===== src/rtl/pmr_pkg.sv =====
package pmr_pkg;

    // host-to-device steering machine
    typedef enum logic [1:0] {
        DS_HDR,
        DS_DEV,
        DS_CTL,
        DS_DROP
    } steer_state_e;

    // local register responder
    typedef enum logic [1:0] {
        CE_IDLE,
        CE_TAKE,
        CE_RHDR,
        CE_RDATA
    } ctrl_state_e;

    // device-to-host arbiter
    typedef enum logic [1:0] {
        UA_IDLE,
        UA_HDR,
        UA_BODY
    } arb_state_e;

endpackage


===== src/rtl/pmr_down_steer.sv =====
module pmr_down_steer
    import pmr_pkg::*;
#(
    parameter int NUM_DEV = 4,
    parameter int DW      = 32,
    parameter int PF_LSB  = 8,
    parameter int PF_W    = 4
) (
    input  logic               clk,
    input  logic               rst_n,
    input  logic [DW-1:0]      in_data,
    input  logic               in_sof,
    input  logic               in_eof,
    input  logic               in_valid,
    output logic               in_ready,
    output logic [NUM_DEV-1:0] dev_valid,
    input  logic [NUM_DEV-1:0] dev_ready,
    output logic               ctl_valid,
    input  logic               ctl_ready,
    output logic               bad_err
);

    localparam int SELW = (NUM_DEV > 1) ? $clog2(NUM_DEV) : 1;
    localparam logic [PF_W-1:0] CTL_ID = '1;

    steer_state_e       state_q, state_d;
    logic [SELW-1:0]    sel_q, sel_d;
    logic [PF_W-1:0]    fld;
    logic [NUM_DEV-1:0] fld_dec;
    logic               is_dev, is_ctl, fire, bad_hdr;

    assign fld = in_data[PF_LSB +: PF_W];

    always_comb begin
        for (int i = 0; i < NUM_DEV; i++) begin
            fld_dec[i] = (fld == PF_W'(i));
        end
    end

    assign is_dev  = |fld_dec;
    assign is_ctl  = (fld == CTL_ID);
    assign fire    = in_valid & in_ready;
    assign bad_hdr = (state_q == DS_HDR) & in_valid & in_sof & ~is_dev & ~is_ctl;

    // state register
    always_ff @(posedge clk or negedge rst_n) begin
        if (!rst_n) begin
            state_q <= DS_HDR;
            sel_q   <= '0;
        end else begin
            state_q <= state_d;
            sel_q   <= sel_d;
        end
    end

    // next state
    always_comb begin
        state_d = state_q;
        sel_d   = sel_q;
        unique case (state_q)
            DS_HDR: begin
                if (fire && in_sof && is_dev) begin
                    sel_d = fld[SELW-1:0];
                end
                if (fire && in_sof && !in_eof) begin
                    if (is_dev) begin
                        state_d = DS_DEV;
                    end else if (is_ctl) begin
                        state_d = DS_CTL;
                    end else begin
                        state_d = DS_DROP;
                    end
                end
            end
            DS_DEV, DS_CTL, DS_DROP: begin
                if (fire && in_eof) begin
                    state_d = DS_HDR;
                end
            end
            default: state_d = DS_HDR;
        endcase
    end

    // outputs
    always_comb begin
        dev_valid = '0;
        ctl_valid = 1'b0;
        in_ready  = 1'b0;
        unique case (state_q)
            DS_HDR: begin
                if (!in_sof) begin
                    in_ready = 1'b1;
                end else if (is_dev) begin
                    dev_valid = fld_dec & {NUM_DEV{in_valid}};
                    in_ready  = |(fld_dec & dev_ready);
                end else if (is_ctl) begin
                    ctl_valid = in_valid;
                    in_ready  = ctl_ready;
                end else begin
                    in_ready = 1'b1;
                end
            end
            DS_DEV: begin
                for (int i = 0; i < NUM_DEV; i++) begin
                    if (sel_q == SELW'(i)) begin
                        dev_valid[i] = in_valid;
                        in_ready     = dev_ready[i];
                    end
                end
            end
            DS_CTL: begin
                ctl_valid = in_valid;
                in_ready  = ctl_ready;
            end
            DS_DROP: in_ready = 1'b1;
            default: in_ready = 1'b0;
        endcase
    end

    // sticky bad-port flag
    always_ff @(posedge clk or negedge rst_n) begin
        if (!rst_n) begin
            bad_err <= 1'b0;
        end else if (bad_hdr) begin
            bad_err <= 1'b1;
        end
    end

    generate
        for (genvar g = 0; g < NUM_DEV; g++) begin : g_hold
            assert_dev_hold_R8: assert property (@(posedge clk) disable iff (!rst_n)
                dev_valid[g] && !dev_ready[g] |=> dev_valid[g] && $stable(in_data));
        end
    endgenerate

    assert_err_sticky_R4: assert property (@(posedge clk) disable iff (!rst_n)
        bad_err |=> bad_err);

    assert_drop_quiet_R4: assert property (@(posedge clk) disable iff (!rst_n)
        state_q == DS_DROP |-> dev_valid == '0 && !ctl_valid);

endmodule


===== src/rtl/pmr_ctrl_ep.sv =====
module pmr_ctrl_ep
    import pmr_pkg::*;
#(
    parameter int NUM_DEV = 4,
    parameter int DW      = 32,
    parameter int PF_LSB  = 8,
    parameter int PF_W    = 4,
    parameter int RA_W    = 8
) (
    input  logic          clk,
    input  logic          rst_n,
    input  logic [DW-1:0] rq_data,
    input  logic          rq_sof,
    input  logic          rq_eof,
    input  logic          rq_valid,
    output logic          rq_ready,
    input  logic          err_in,
    output logic [DW-1:0] rs_data,
    output logic          rs_sof,
    output logic          rs_eof,
    output logic          rs_valid,
    input  logic          rs_ready
);

    ctrl_state_e     state_q, state_d;
    logic [DW-1:0]   hdr_q, val_q, val_d, hdr_out;
    logic [RA_W-1:0] ra;
    logic            rq_fire, take_hdr, req_done;

    assign rq_fire  = rq_valid & rq_ready;
    assign take_hdr = (state_q == CE_IDLE) & rq_fire & rq_sof;
    assign req_done = (take_hdr & rq_eof) | ((state_q == CE_TAKE) & rq_fire & rq_eof);
    assign ra       = (state_q == CE_IDLE) ? rq_data[RA_W-1:0] : hdr_q[RA_W-1:0];
    assign hdr_out  = hdr_q | (DW'({PF_W{1'b1}}) << PF_LSB);

    // register decode
    always_comb begin
        val_d = '0;
        if (ra == RA_W'(0)) begin
            val_d = DW'(NUM_DEV);
        end else if (ra == RA_W'(1)) begin
            val_d = DW'(err_in);
        end
    end

    // state register
    always_ff @(posedge clk or negedge rst_n) begin
        if (!rst_n) begin
            state_q <= CE_IDLE;
            hdr_q   <= '0;
            val_q   <= '0;
        end else begin
            state_q <= state_d;
            if (take_hdr) begin
                hdr_q <= rq_data;
            end
            if (req_done) begin
                val_q <= val_d;
            end
        end
    end

    // next state
    always_comb begin
        state_d = state_q;
        unique case (state_q)
            CE_IDLE:  if (take_hdr) state_d = rq_eof ? CE_RHDR : CE_TAKE;
            CE_TAKE:  if (rq_fire && rq_eof) state_d = CE_RHDR;
            CE_RHDR:  if (rs_ready) state_d = CE_RDATA;
            CE_RDATA: if (rs_ready) state_d = CE_IDLE;
            default:  state_d = CE_IDLE;
        endcase
    end

    // outputs
    always_comb begin
        rq_ready = 1'b0;
        rs_valid = 1'b0;
        rs_sof   = 1'b0;
        rs_eof   = 1'b0;
        rs_data  = val_q;
        unique case (state_q)
            CE_IDLE, CE_TAKE: rq_ready = 1'b1;
            CE_RHDR: begin
                rs_valid = 1'b1;
                rs_sof   = 1'b1;
                rs_data  = hdr_out;
            end
            CE_RDATA: begin
                rs_valid = 1'b1;
                rs_eof   = 1'b1;
            end
            default: rq_ready = 1'b0;
        endcase
    end

    assert_resp_pair_R3: assert property (@(posedge clk) disable iff (!rst_n)
        rs_valid && rs_sof && rs_ready |=> rs_valid && rs_eof && !rs_sof);

endmodule


===== src/rtl/pmr_up_arb.sv =====
module pmr_up_arb
    import pmr_pkg::*;
#(
    parameter int NUM_DEV = 4,
    parameter int DW      = 32,
    parameter int PF_LSB  = 8,
    parameter int PF_W    = 4,
    localparam int NSRC   = NUM_DEV + 1,
    localparam int SW     = $clog2(NSRC)
) (
    input  logic               clk,
    input  logic               rst_n,
    input  logic [NSRC*DW-1:0] src_data,
    input  logic [NSRC-1:0]    src_sof,
    input  logic [NSRC-1:0]    src_eof,
    input  logic [NSRC-1:0]    src_valid,
    output logic [NSRC-1:0]    src_ready,
    output logic [DW-1:0]      up_data,
    output logic               up_sof,
    output logic               up_eof,
    output logic               up_valid,
    input  logic               up_ready
);

    arb_state_e      state_q, state_d;
    logic [SW-1:0]   gnt_q, gnt_d, win;
    logic [NSRC-1:0] req;
    logic            found, up_fire;
    logic [DW-1:0]   g_data;
    logic            g_sof, g_eof, g_valid;
    logic [PF_W-1:0] g_id;

    assign req     = src_valid & src_sof;
    assign g_data  = src_data[gnt_q*DW +: DW];
    assign g_sof   = src_sof[gnt_q];
    assign g_eof   = src_eof[gnt_q];
    assign g_valid = src_valid[gnt_q];
    assign g_id    = (gnt_q == SW'(NUM_DEV)) ? {PF_W{1'b1}} : PF_W'(gnt_q);
    assign up_fire = up_valid & up_ready;

    // round-robin search starting after the last grant
    always_comb begin
        found = 1'b0;
        win   = gnt_q;
        for (int k = 1; k <= NSRC; k++) begin
            if (!found && req[(int'(gnt_q) + k) % NSRC]) begin
                found = 1'b1;
                win   = SW'((int'(gnt_q) + k) % NSRC);
            end
        end
    end

    // state register
    always_ff @(posedge clk or negedge rst_n) begin
        if (!rst_n) begin
            state_q <= UA_IDLE;
            gnt_q   <= SW'(NSRC - 1);
        end else begin
            state_q <= state_d;
            gnt_q   <= gnt_d;
        end
    end

    // next state
    always_comb begin
        state_d = state_q;
        gnt_d   = gnt_q;
        unique case (state_q)
            UA_IDLE: begin
                if (found) begin
                    state_d = UA_HDR;
                    gnt_d   = win;
                end
            end
            UA_HDR:  if (up_fire) state_d = g_eof ? UA_IDLE : UA_BODY;
            UA_BODY: if (up_fire && g_eof) state_d = UA_IDLE;
            default: state_d = UA_IDLE;
        endcase
    end

    // outputs
    always_comb begin
        src_ready = '0;
        up_valid  = 1'b0;
        up_data   = g_data;
        up_sof    = g_sof;
        up_eof    = g_eof;
        unique case (state_q)
            UA_IDLE: src_ready = src_valid & ~src_sof;
            UA_HDR: begin
                up_valid                  = g_valid;
                up_data[PF_LSB +: PF_W]   = g_id;
                src_ready[gnt_q]          = up_ready;
            end
            UA_BODY: begin
                up_valid         = g_valid;
                src_ready[gnt_q] = up_ready;
            end
            default: up_valid = 1'b0;
        endcase
    end

    assert_up_hold_R8: assert property (@(posedge clk) disable iff (!rst_n)
        up_valid && !up_ready |=> up_valid && $stable(up_data));

    assert_hdr_field_R5: assert property (@(posedge clk) disable iff (!rst_n)
        up_valid && up_sof |->
            (up_data[PF_LSB +: PF_W] < NUM_DEV) || (up_data[PF_LSB +: PF_W] == {PF_W{1'b1}}));

    assert_grant_stable_R6: assert property (@(posedge clk) disable iff (!rst_n)
        state_q != UA_IDLE && !(up_fire && up_eof) |=> $stable(gnt_q) && state_q != UA_IDLE);

endmodule


===== src/rtl/pm_frame_router.sv =====
module pm_frame_router #(
    parameter int NUM_DEV = 4,
    parameter int DW      = 32,
    parameter int PF_LSB  = 8,
    parameter int PF_W    = 4,
    parameter int RA_W    = 8
) (
    input  logic                  clk,
    input  logic                  rst_n,
    input  logic [DW-1:0]         host_rx_data,
    input  logic                  host_rx_sof,
    input  logic                  host_rx_eof,
    input  logic                  host_rx_valid,
    output logic                  host_rx_ready,
    output logic [DW-1:0]         host_tx_data,
    output logic                  host_tx_sof,
    output logic                  host_tx_eof,
    output logic                  host_tx_valid,
    input  logic                  host_tx_ready,
    output logic [NUM_DEV*DW-1:0] dev_tx_data,
    output logic [NUM_DEV-1:0]    dev_tx_sof,
    output logic [NUM_DEV-1:0]    dev_tx_eof,
    output logic [NUM_DEV-1:0]    dev_tx_valid,
    input  logic [NUM_DEV-1:0]    dev_tx_ready,
    input  logic [NUM_DEV*DW-1:0] dev_rx_data,
    input  logic [NUM_DEV-1:0]    dev_rx_sof,
    input  logic [NUM_DEV-1:0]    dev_rx_eof,
    input  logic [NUM_DEV-1:0]    dev_rx_valid,
    output logic [NUM_DEV-1:0]    dev_rx_ready,
    output logic                  bad_port_err
);

    localparam int NSRC = NUM_DEV + 1;

    logic          cq_valid, cq_ready;
    logic [DW-1:0] rs_data;
    logic          rs_sof, rs_eof, rs_valid, rs_ready;
    logic [NSRC-1:0] all_ready;

    assign dev_tx_data = {NUM_DEV{host_rx_data}};
    assign dev_tx_sof  = {NUM_DEV{host_rx_sof}};
    assign dev_tx_eof  = {NUM_DEV{host_rx_eof}};

    pmr_down_steer #(
        .NUM_DEV (NUM_DEV),
        .DW      (DW),
        .PF_LSB  (PF_LSB),
        .PF_W    (PF_W)
    ) u_steer (
        .clk       (clk),
        .rst_n     (rst_n),
        .in_data   (host_rx_data),
        .in_sof    (host_rx_sof),
        .in_eof    (host_rx_eof),
        .in_valid  (host_rx_valid),
        .in_ready  (host_rx_ready),
        .dev_valid (dev_tx_valid),
        .dev_ready (dev_tx_ready),
        .ctl_valid (cq_valid),
        .ctl_ready (cq_ready),
        .bad_err   (bad_port_err)
    );

    pmr_ctrl_ep #(
        .NUM_DEV (NUM_DEV),
        .DW      (DW),
        .PF_LSB  (PF_LSB),
        .PF_W    (PF_W),
        .RA_W    (RA_W)
    ) u_ctrl (
        .clk      (clk),
        .rst_n    (rst_n),
        .rq_data  (host_rx_data),
        .rq_sof   (host_rx_sof),
        .rq_eof   (host_rx_eof),
        .rq_valid (cq_valid),
        .rq_ready (cq_ready),
        .err_in   (bad_port_err),
        .rs_data  (rs_data),
        .rs_sof   (rs_sof),
        .rs_eof   (rs_eof),
        .rs_valid (rs_valid),
        .rs_ready (rs_ready)
    );

    pmr_up_arb #(
        .NUM_DEV (NUM_DEV),
        .DW      (DW),
        .PF_LSB  (PF_LSB),
        .PF_W    (PF_W)
    ) u_arb (
        .clk       (clk),
        .rst_n     (rst_n),
        .src_data  ({rs_data, dev_rx_data}),
        .src_sof   ({rs_sof, dev_rx_sof}),
        .src_eof   ({rs_eof, dev_rx_eof}),
        .src_valid ({rs_valid, dev_rx_valid}),
        .src_ready (all_ready),
        .up_data   (host_tx_data),
        .up_sof    (host_tx_sof),
        .up_eof    (host_tx_eof),
        .up_valid  (host_tx_valid),
        .up_ready  (host_tx_ready)
    );

    assign dev_rx_ready = all_ready[NUM_DEV-1:0];
    assign rs_ready     = all_ready[NUM_DEV];

endmodule


===== config.mk =====
export PLATFORM = sky130hd
export DESIGN_NAME = pm_frame_router
export DESIGN_NICKNAME = d
export VERILOG_FILES = /design/src/rtl/pmr_pkg.sv /design/src/rtl/pmr_down_steer.sv /design/src/rtl/pmr_ctrl_ep.sv /design/src/rtl/pmr_up_arb.sv /design/src/rtl/pm_frame_router.sv
export SDC_FILE = /design/constraint.sdc
export NUM_CORES = 1
export LEC_CHECK = 0
export ABC_AREA = 1
export ABC_CLOCK_PERIOD_IN_PS = 5000
export BUFFER_PORTS_ARGS = -buffer_cell sky130_fd_sc_hd__clkbuf_2
export CORE_MARGIN = 3
export CORE_UTILIZATION = 30
export DETAILED_ROUTE_END_ITERATION = 10
export GPL_TIMING_DRIVEN = 0
export PLACE_DENSITY = 0.63
export RECOVER_POWER = 100
export SLEW_MARGIN = 20
export SYNTH_ARGS = -nofsm -noshare
export SYNTH_HDL_FRONTEND = slang
export SYNTH_SLANG_ARGS = --single-unit

===== constraint.sdc =====
create_clock -name clk -period 5 [get_ports clk]
set_clock_uncertainty 0.15 [all_clocks]
set_input_delay 0.25 -clock clk [delete_from_list [all_inputs] [get_ports clk]]
set_output_delay 0.25 -clock clk [all_outputs]
set_load 0.02 [all_outputs]

==> flow_summary.json, run 1 <==
{
  "syn_inst": 962,
  "synth_fa_ha_area_share_pct": 7.27,
  "clk_path_buf_depth": 2,
  "yosysTopAreaCell": "buf_4",
  "grt_pass1_vias": 7221,
  "worst_pin_slew_ns": 2.50,
  "clkLatencyLatePin_ns": 0.29,
  "io_pins": 363,
  "slew_headroom_pct": -66.6,
  "initial_core_util_pct": 30.8,
  "ctsRootBufferMaster": "clkbuf_16",
  "hpwl_mm": 23.4,
  "synth_compound_area_share_pct": 21.3,
  "critical_path_class": "register to register",
  "grt_max_degree": 43,
  "hold_class": "input port to register",
  "period_minus_slack_ns": 4.51,
  "final_layout_size_suffix_gt1_share_pct": 34.2,
  "yosysTopAreaCellShare_pct": 16.3,
  "wl_per_cell_um": 17.4,
  "r2r_cells": 23,
  "layout.nets": 1549,
  "rows": 52,
  "place_inst": 1594,
  "clk_pin_slew_ns": 0.06,
  "synthArstFlopShare_pct": 100,
  "area_delta_synth_final_pct": 34.6,
  "status": "finished, violations left",
  "hold_violations": 0,
  "synth-edff-count": 0,
  "ant_nets": 0,
  "via_count": 7689,
  "whs_path_depth": 3,
  "design_area_um2": 8480,
  "synth.distinct_cells": 55,
  "dieArea_um2": 22800,
  "grt_antenna_before_repair": 1,
  "port_buffers": 362,
  "layout_setup_ws_ns": 0.488,
  "synthMostInstantiatedCell": "nand2_1",
  "synth_seq_area_share_pct": 16.7,
  "synth_ff_type": "dfrtp_1",
  "drt_drc_violations_left": 0,
  "die_x_um": 151,
  "core_area_um2": 20400,
  "overflow": 0,
  "cts_made_buffers": 5,
  "place_area_um2": 8460,
  "vias_per_cell": 4.79,
  "end_kind": "register",
  "synth_xor_area_share_pct": 1.07,
  "syn_area_per_cell_um2": 6.55,
  "power.density_nw_per_um2": 751,
  "grt_pass1_wl_mm": 40.8,
  "crit_fanout": 16,
  "gp_congestion": 0.942,
  "crit_required_ns": 5.01,
  "startpoint_type": "register",
  "synth_area_um2": 6300,
  "period_share_pct": 90.2,
  "maxCapViolations": 1,
  "grt_usage_pct": 23.1,
  "leakage_nw": 4.54,
  "htreeDepth": 2,
  "rsz0062_at_grt": "false",
  "synth_top_family_by_area": "simple AND/OR/NAND/NOR gates",
  "clock.fmax_mhz": 222,
  "synthMuxAreaShare_pct": 0.357,
  "violations": "capacitance limit, slew limit",
  "cts_tree": "built",
  "ys_ff_latch": 42,
  "synth_area_leaders": "buf_4, dfrtp_1, nand2_1, ha_1, a21oi_1",
  "fin_cells": 1604,
  "die-height_um": 151,
  "synth-simple-area-share_pct": 28.9,
  "setup_viol": 0,
  "initialDrtViolationCount": 506,
  "slew_violations": 43,
  "yosysWarnings": 0,
  "ys_top_cells_by_count": "nand2_1, buf_4, inv_1",
  "pre_cts_slack_ns": -0.844,
  "wl_mm": 27.9,
  "clock-sinks": 42,
  "peakVddDrop_uv": 340,
  "synth_fp_nets": 1180,
  "drt_first_pass_iters": 8,
  "arrival_ns": 4.52
}
kinds of logic after synthesis:
family          after synthesis
compound gates              206
xor+xnor                      6
fa+ha+maj                    36
buf+inv                     270
flops                        42
mux                           1
simple gates                401
final timing paths:
path                       slack, ns                to              from
max reg2reg                     0.49    u_arb.gnt_q[0]    u_arb.gnt_q[1]
min reg2reg                     0.32  u_ctrl.hdr_q[25]  u_ctrl.hdr_q[25]
max                             0.49    u_arb.gnt_q[0]    u_arb.gnt_q[1]
min in group asynchronous       1.12  u_arb.state_q[0]             rst_n
max in group asynchronous       1.97    u_arb.gnt_q[1]             rst_n
min                             0.08  u_ctrl.hdr_q[27]  host_rx_data[27]
worst max-delay path, cell delays in order (launching register included):
cell	delay [ns]
dfrtp_2	0.50
clkinvlp_4	0.27
buf_2	0.35
ha_1	0.42
nor2_1	0.11
nor2_1	0.06
a21oi_2	0.19
xor2_1	0.12
ha_1	0.23
fa_1	0.42
nand3_1	0.18
nand2_1	0.07
o21ai_1	0.17
inv_1	0.11
o211ai_1	0.09
nand3_1	0.09
nand2_1	0.14
nand3_4	0.13
nor2_8	0.16
nand3_2	0.08
nand2_2	0.12
nor2_1	0.06
nand2_1	0.06
nand2_1	0.10
area by class of cell:
type / count / area (um2)
timing repair buffer: 364 / 1670
inverter: 91 / 347
buffer: 177 / 1190
antenna: 2 / 5.00
fill: 2336 / 11900
clock buffer: 6 / 129
clock inverter: 2 / 37.5
sequential: 42 / 1050
multi-input combinational: 650 / 3710
tap: 270 / 338
stage by stage:
stage | utilization, % | hold slack [ns] | power [W] | setup TNS, ns
final | 41.5 | 0.0796 | 0.00637 | 0
after global routing | 41.5 | 0.0981 | 0.00701 | 0
after CTS | 42.3 | 0.0767 | 0.00642 | 0
after detailed placement | 41.4 | 0.191 | 0.00600 | -3.88
after global placement | 41.4 | 0.305 | 0.00595 | -3.62
after floorplan | - | -0.196 | 0.00451 | 0
registers in the layout (all words and copies together) (netlist names):
signal,flops
u_arb.gnt_q,3
u_ctrl.hdr_q,28
u_ctrl.state_q,2
u_arb.state_q,2
u_steer.bad_err,1
u_steer.sel_q,2
u_steer.state_q,2
u_ctrl.val_q,2
where the power goes:
part | internal [W] | switching [W]
clock | 0.000236 | 0.000146
combinational | 0.00177 | 0.00365
sequential | 0.000466 | 0.000105
per-layer routing:
layer,track usage [%],part of all wire (%),vias up
met4,8.43,3.5,0
met1,29.9,41,3509
met5,0,0,-
li1,-,-,3823
met3,3.29,6.0,47
met2,39.1,49,310
cell usage in the layout, fill, tap and decap left out, types with 13 or more instances in the layout:
cell / count
nand2_1: 258
clkbuf_2: 232
clkbuf_1: 167
buf_4: 95
inv_1: 83
a21oi_1: 65
nand3_1: 48
clkbuf_4: 44
o21ai_0: 43
nor2_1: 41
dfrtp_1: 40
ha_1: 35
a221oi_1: 24
a31o_2: 24
nand2_2: 13
nand4_1: 13
repair_timing:
action,CTS,global route
setup buffers,0,1
setup endpoints to repair,5,5
hold endpoints to repair,41,0
hold buffers,1,0
resized for setup,6,7
Power figures use the tool's default switching activity.
==> run 2, diff against run 1 <==
Settings changed: ABC_CLOCK_PERIOD_IN_PS 5000 to unset, PLACE_DENSITY 0.63 to 0.55.
==> flow_summary.json, run 2 (synthesized netlist as in run 1, its figures left out) <==
{
  "status": "finished, violations left",
  "violations": "capacitance limit, slew limit",
  "clk_path_buf_depth": 2,
  "clock.fmax_mhz": 218,
  "use_met1_pct": 31.0,
  "reg2reg_to": "u_arb.gnt_q[1]",
  "leakage_nw": 4.55,
  "hold_class": "input port to register",
  "initial_core_util_pct": 30.8,
  "vias_per_cell": 4.77,
  "setup_viol": 0,
  "grt_util_met3_pct": 3.71,
  "ctsRootBufferMaster": "clkbuf_16",
  "reg.largest.list": "u_ctrl.hdr_q: 28 flops, u_arb.gnt_q: 3 flops",
  "hold_violations": 0,
  "ff2ff_setup_slack_ns": 0.42,
  "worst_pin_slew_ns": 2.49,
  "antenna_cells": 0,
  "maxCapViolations": 1,
  "crit_required_ns": 5.03,
  "grt_antenna_before_repair": 0,
  "area_delta_synth_final_pct": 34.6,
  "period_share_pct": 91.7,
  "clk_pin_slew_ns": 0.07,
  "ant_nets": 0,
  "io_pins": 363,
  "drt_first_pass_iters": 6,
  "port_buffers": 362,
  "htreeDepth": 2,
  "startpoint_type": "register",
  "final_cell_mix": "nand2_1, clkbuf_2, clkbuf_1",
  "period_minus_slack_ns": 4.58,
  "initialDrtViolationCount": 558,
  "clock-sinks": 42,
  "crit_fanout": 14,
  "clkLatencyLatePin_ns": 0.29,
  "via_count": 7656,
  "critical_path_class": "register to register",
  "rsz0062_at_grt": "false",
  "end_kind": "register",
  "die-height_um": 151,
  "peakVddDrop_uv": 295,
  "endpoint": "u_arb.gnt_q[1]",
  "layout_commonest_cell": "nand2_1",
  "cts_tree": "built",
  "largest_reg_flops": 28,
  "worstReg2RegStart": "u_arb.gnt_q[0]",
  "crit_start": "u_arb.gnt_q[0]",
  "layout.nets": 1552,
  "grt_pass1_vias": 7040,
  "gp_congestion": 0.912,
  "num-fill-cells": 2385,
  "grt_usage_pct": 23.9,
  "rows": 52,
  "cts_made_buffers": 5,
  "power.density_nw_per_um2": 749,
  "arrival_ns": 4.61,
  "overflow": 0,
  "grt_max_degree": 43,
  "tns_ns": 0,
  "final_layout_size_suffix_gt1_share_pct": 34.5,
  "grt_pass1_wl_mm": 41.5,
  "top_register": "u_ctrl.hdr_q",
  "multi_input_area_um2": 3720,
  "core_area_um2": 20400,
  "slew_headroom_pct": -66.1,
  "die_x_um": 151,
  "drt_drc_violations_left": 0,
  "r2r_cells": 27,
  "grt.met2_usage_pct": 41.0,
  "wl_per_cell_um": 18.1,
  "layout_setup_ws_ns": 0.416,
  "slew_violations": 43,
  "hpwl_mm": 24.5,
  "dieArea_um2": 22800,
  "hold_slack_ns": 0.0835,
  "register_area_um2": 1050,
  "wl_mm": 29.1,
  "pre_cts_slack_ns": -0.801,
  "grt_most_used_layer": "met2"
}
-- run 2: final cells by class --
class	instances	share of cell area, %
multi-input cells	650	43.8
repair buffers	365	19.7
plain buffers	179	14.2
flip-flops and latches	42	12.4
inverters	91	4.10
well taps	270	3.98
clock buffers	6	1.52
clock inverters	2	0.162
-- run 2: timing repair --
item | 4_1_cts | 5_1_grt
endpoints found under the hold margin | 41 | 0
resized for setup | 6 | 12
hold buffers | 1 | 0
setup buffers | 0 | 2
endpoints found under the setup margin | 5 | 5
-- run 2: critical path, cell delays in order (launching register included) --
cell	delay (ns)
dfrtp_2	0.47
buf_2	0.20
inv_4	0.13
clkbuf_4	0.24
clkbuf_4	0.27
buf_6	0.22
ha_1	0.27
buf_2	0.19
inv_1	0.18
ha_1	0.18
inv_1	0.04
ha_1	0.27
nor3b_1	0.19
o21ai_0	0.11
nand3_1	0.14
nand3_2	0.17
nand2_1	0.13
inv_1	0.05
nor2_1	0.18
nand2_1	0.10
nand2_1	0.07
nand2_1	0.05
nand2_1	0.11
nand3_2	0.08
nand2_2	0.12
nor2_1	0.06
nand2_1	0.07
nand2_1	0.05
-- run 2: worst min-delay path by stage --
stage,start,endpoint,slack (ns),cells past startpoint
after floorplan,rst_n,u_arb.gnt_q[0],-0.20,0
after global placement,u_ctrl.hdr_q[25],u_ctrl.hdr_q[25],0.31,2
after detailed placement,rst_n,u_steer.bad_err,0.19,1
after CTS,host_rx_data[27],u_ctrl.hdr_q[27],0.08,3
after global routing,host_rx_data[27],u_ctrl.hdr_q[27],0.11,3
final,host_rx_data[27],u_ctrl.hdr_q[27],0.08,3
-- run 2: per-stage QoR --
| step | power [W] | utilization, % | cells | cell area [um2] |
|---|---|---|---|---|
| after floorplan | 0.00451 | - | 962 | 6300 |
| after global placement | 0.00602 | 41.4 | 1594 | 8450 |
| after CTS | 0.00641 | 42.2 | 1603 | 8620 |
| after detailed placement | 0.00604 | 41.4 | 1594 | 8450 |
| after global routing | 0.00702 | 41.5 | 1605 | 8480 |
| final | 0.00636 | 41.5 | 1605 | 8480 |
-- run 2: where the power goes --
group / internal, W / total (W) / switching (W)
combinational: 0.00178 / 0.00544 / 0.00366
clock: 0.000186 / 0.000341 / 0.000155
sequential: 0.000466 / 0.000571 / 0.000105
total: 0.00243 / 0.00636 / 0.00392
-- run 2: layer usage --
| layer | vias up | routed length, um | share of wire (%) |
|---|---|---|---|
| met5 | - | 0 | 0 |
| met3 | 33 | 1830 | 6.3 |
| met1 | 3478 | 11700 | 40 |
| met2 | 319 | 14700 | 50 |
| met4 | 0 | 845 | 2.9 |
| li1 | 3826 | - | - |
==> run 3, diff against run 2 <==
Settings changed: CORE_AREA set to 3 3 140 142, CORE_MARGIN 3 to unset, CORE_UTILIZATION 30 to unset, DIE_AREA set to 0 0 143 145, PLACE_DENSITY 0.55 to 0.61.
==> flow_summary.json, run 3 (synthesized netlist as in run 1, its figures left out) <==
{
  "startpoint_type": "register",
  "area_delta_synth_final_pct": 34.8,
  "critPathTopFamily": "simple AND/OR/NAND/NOR gates",
  "crit_required_ns": 5.03,
  "dieArea_um2": 20700,
  "final_cell_mix": "nand2_1, clkbuf_2, clkbuf_1",
  "period_share_pct": 91.3,
  "max_stage_delay_ns": 0.45,
  "grt_usage_pct": 25.8,
  "drt_drc_violations_left": 0,
  "violations": "capacitance limit, slew limit",
  "fin_cells": 1570,
  "power.density_nw_per_um2": 758,
  "initial_core_util_pct": 33.9,
  "hold_class": "input port to register",
  "hold_violations": 0,
  "hold_slack_ns": 0.0770,
  "die_x_um": 143,
  "leakage_nw": 4.60,
  "setup_viol": 0,
  "core_area_um2": 18600,
  "slew_violations": 29,
  "power_w": 0.00644,
  "maxCapViolations": 1,
  "arrival_ns": 4.59,
  "vias_per_cell": 4.92,
  "clk_pin_slew_ns": 0.07,
  "worst_pin_slew_ns": 1.59,
  "layout_setup_ws_ns": 0.436,
  "status": "finished, violations left",
  "wl_per_cell_um": 17.7,
  "ctsRootBufferMaster": "clkbuf_16",
  "pre_cts_slack_ns": -0.864,
  "multi_input_area_um2": 3710,
  "grt_pass1_wl_mm": 41.8,
  "layout_commonest_cell": "nand2_1",
  "end_kind": "register",
  "initialDrtViolationCount": 566,
  "register_area_um2": 1050,
  "cts_made_buffers": 5,
  "largest_reg_flops": 28,
  "drt_first_pass_iters": 5,
  "rows": 50,
  "ant_nets": 0,
  "grt_antenna_before_repair": 1,
  "clkLatencyLatePin_ns": 0.29,
  "slew_headroom_pct": -6.09,
  "via_count": 7723,
  "slowest_stage": "dfrtp_2",
  "cts_tree": "built",
  "htreeDepth": 2,
  "clk_path_buf_depth": 2,
  "grt_pass1_vias": 7494,
  "num-fill-cells": 2049,
  "port_buffers": 362,
  "top_register": "u_ctrl.hdr_q",
  "crit_buf_inv": 8,
  "crit_fanout": 19,
  "die-height_um": 145,
  "critical_path_class": "register to register",
  "rsz0062_at_grt": "false",
  "place_inst": 1559,
  "place_area_um2": 8430,
  "layout.nets": 1552,
  "crit_path_frequent_cell": "nand2_1",
  "period_minus_slack_ns": 4.56,
  "peakVddDrop_uv": 274,
  "final_layout_size_suffix_gt1_share_pct": 35.4,
  "wl_mm": 27.8,
  "design_area_um2": 8500,
  "reg.largest.list": "u_ctrl.hdr_q: 28 flops, u_arb.gnt_q: 3 flops",
  "clock.fmax_mhz": 219,
  "overflow": 0,
  "clock-sinks": 42,
  "hpwl_mm": 23.3,
  "grt_max_degree": 29,
  "io_pins": 363,
  "gp_congestion": 0.954
}
## run 3: layout make-up
type,count,area share [%]
Antenna cell,1,0.0295
Buffer,178,14.1
Clock buffer,5,1.47
Clock inverter,3,0.810
Inverter,91,4.08
Multi-Input combinational cell,650,43.7
Sequential cell,42,12.4
Tap cell,234,3.45
Timing Repair Buffer,366,19.9
## run 3: per-layer routing
layer,vias to the layer above,global-route usage (%),share of wire (%)
li1,3824,-,-
met1,3539,34.6,43
met2,331,42.8,47
met3,29,5.83,7.8
met4,0,4.66,1.7
met5,-,0,0
## run 3: worst min-delay path: cells and delay by family
| family | cells | cell delay, ns |
|---|---|---|
| buf+inv | 1 | 0.12 |
| simple gates | 2 | 0.11 |
## run 3: stage by stage
stage / setup TNS, ns / util, %
final: 0 / 45.7
after global routing: 0 / 45.7
after CTS: 0 / 46.5
after detailed placement: -4.03 / 45.4
after global placement: -3.85 / 45.2
after floorplan: 0 / -
## run 3: worst paths after layout
| check | depth (start not counted) | from | slack [ns] | to |
|---|---|---|---|---|
| min in group asynchronous | 2 | rst_n | 0.46 | u_ctrl.state_q[0] |
| worst max register to register | 26 | u_arb.gnt_q[0] | 0.44 | u_arb.gnt_q[1] |
| max in group asynchronous | 3 | rst_n | 2.26 | u_ctrl.hdr_q[22] |
| worst max-delay path | 26 | u_arb.gnt_q[0] | 0.44 | u_arb.gnt_q[1] |
| worst min register to register | 2 | u_ctrl.hdr_q[19] | 0.33 | u_ctrl.hdr_q[19] |
| worst min-delay path | 3 | host_rx_data[14] | 0.08 | u_ctrl.hdr_q[14] |
## run 3: report_power, final
group	internal [W]	total [W]	switching, W
Clock	0.000287	0.000437	0.000149
Combinational	0.00178	0.00543	0.00365
Sequential	0.000466	0.000579	0.000113
Total	0.00253	0.00644	0.00391
## run 3: repair_timing
action                                 CTS  global route
resized for setup                        6             6
hold buffers                             1             0
endpoints found under the hold margin   13             0
setup endpoints to repair                5             5
buffers inserted                         0             2
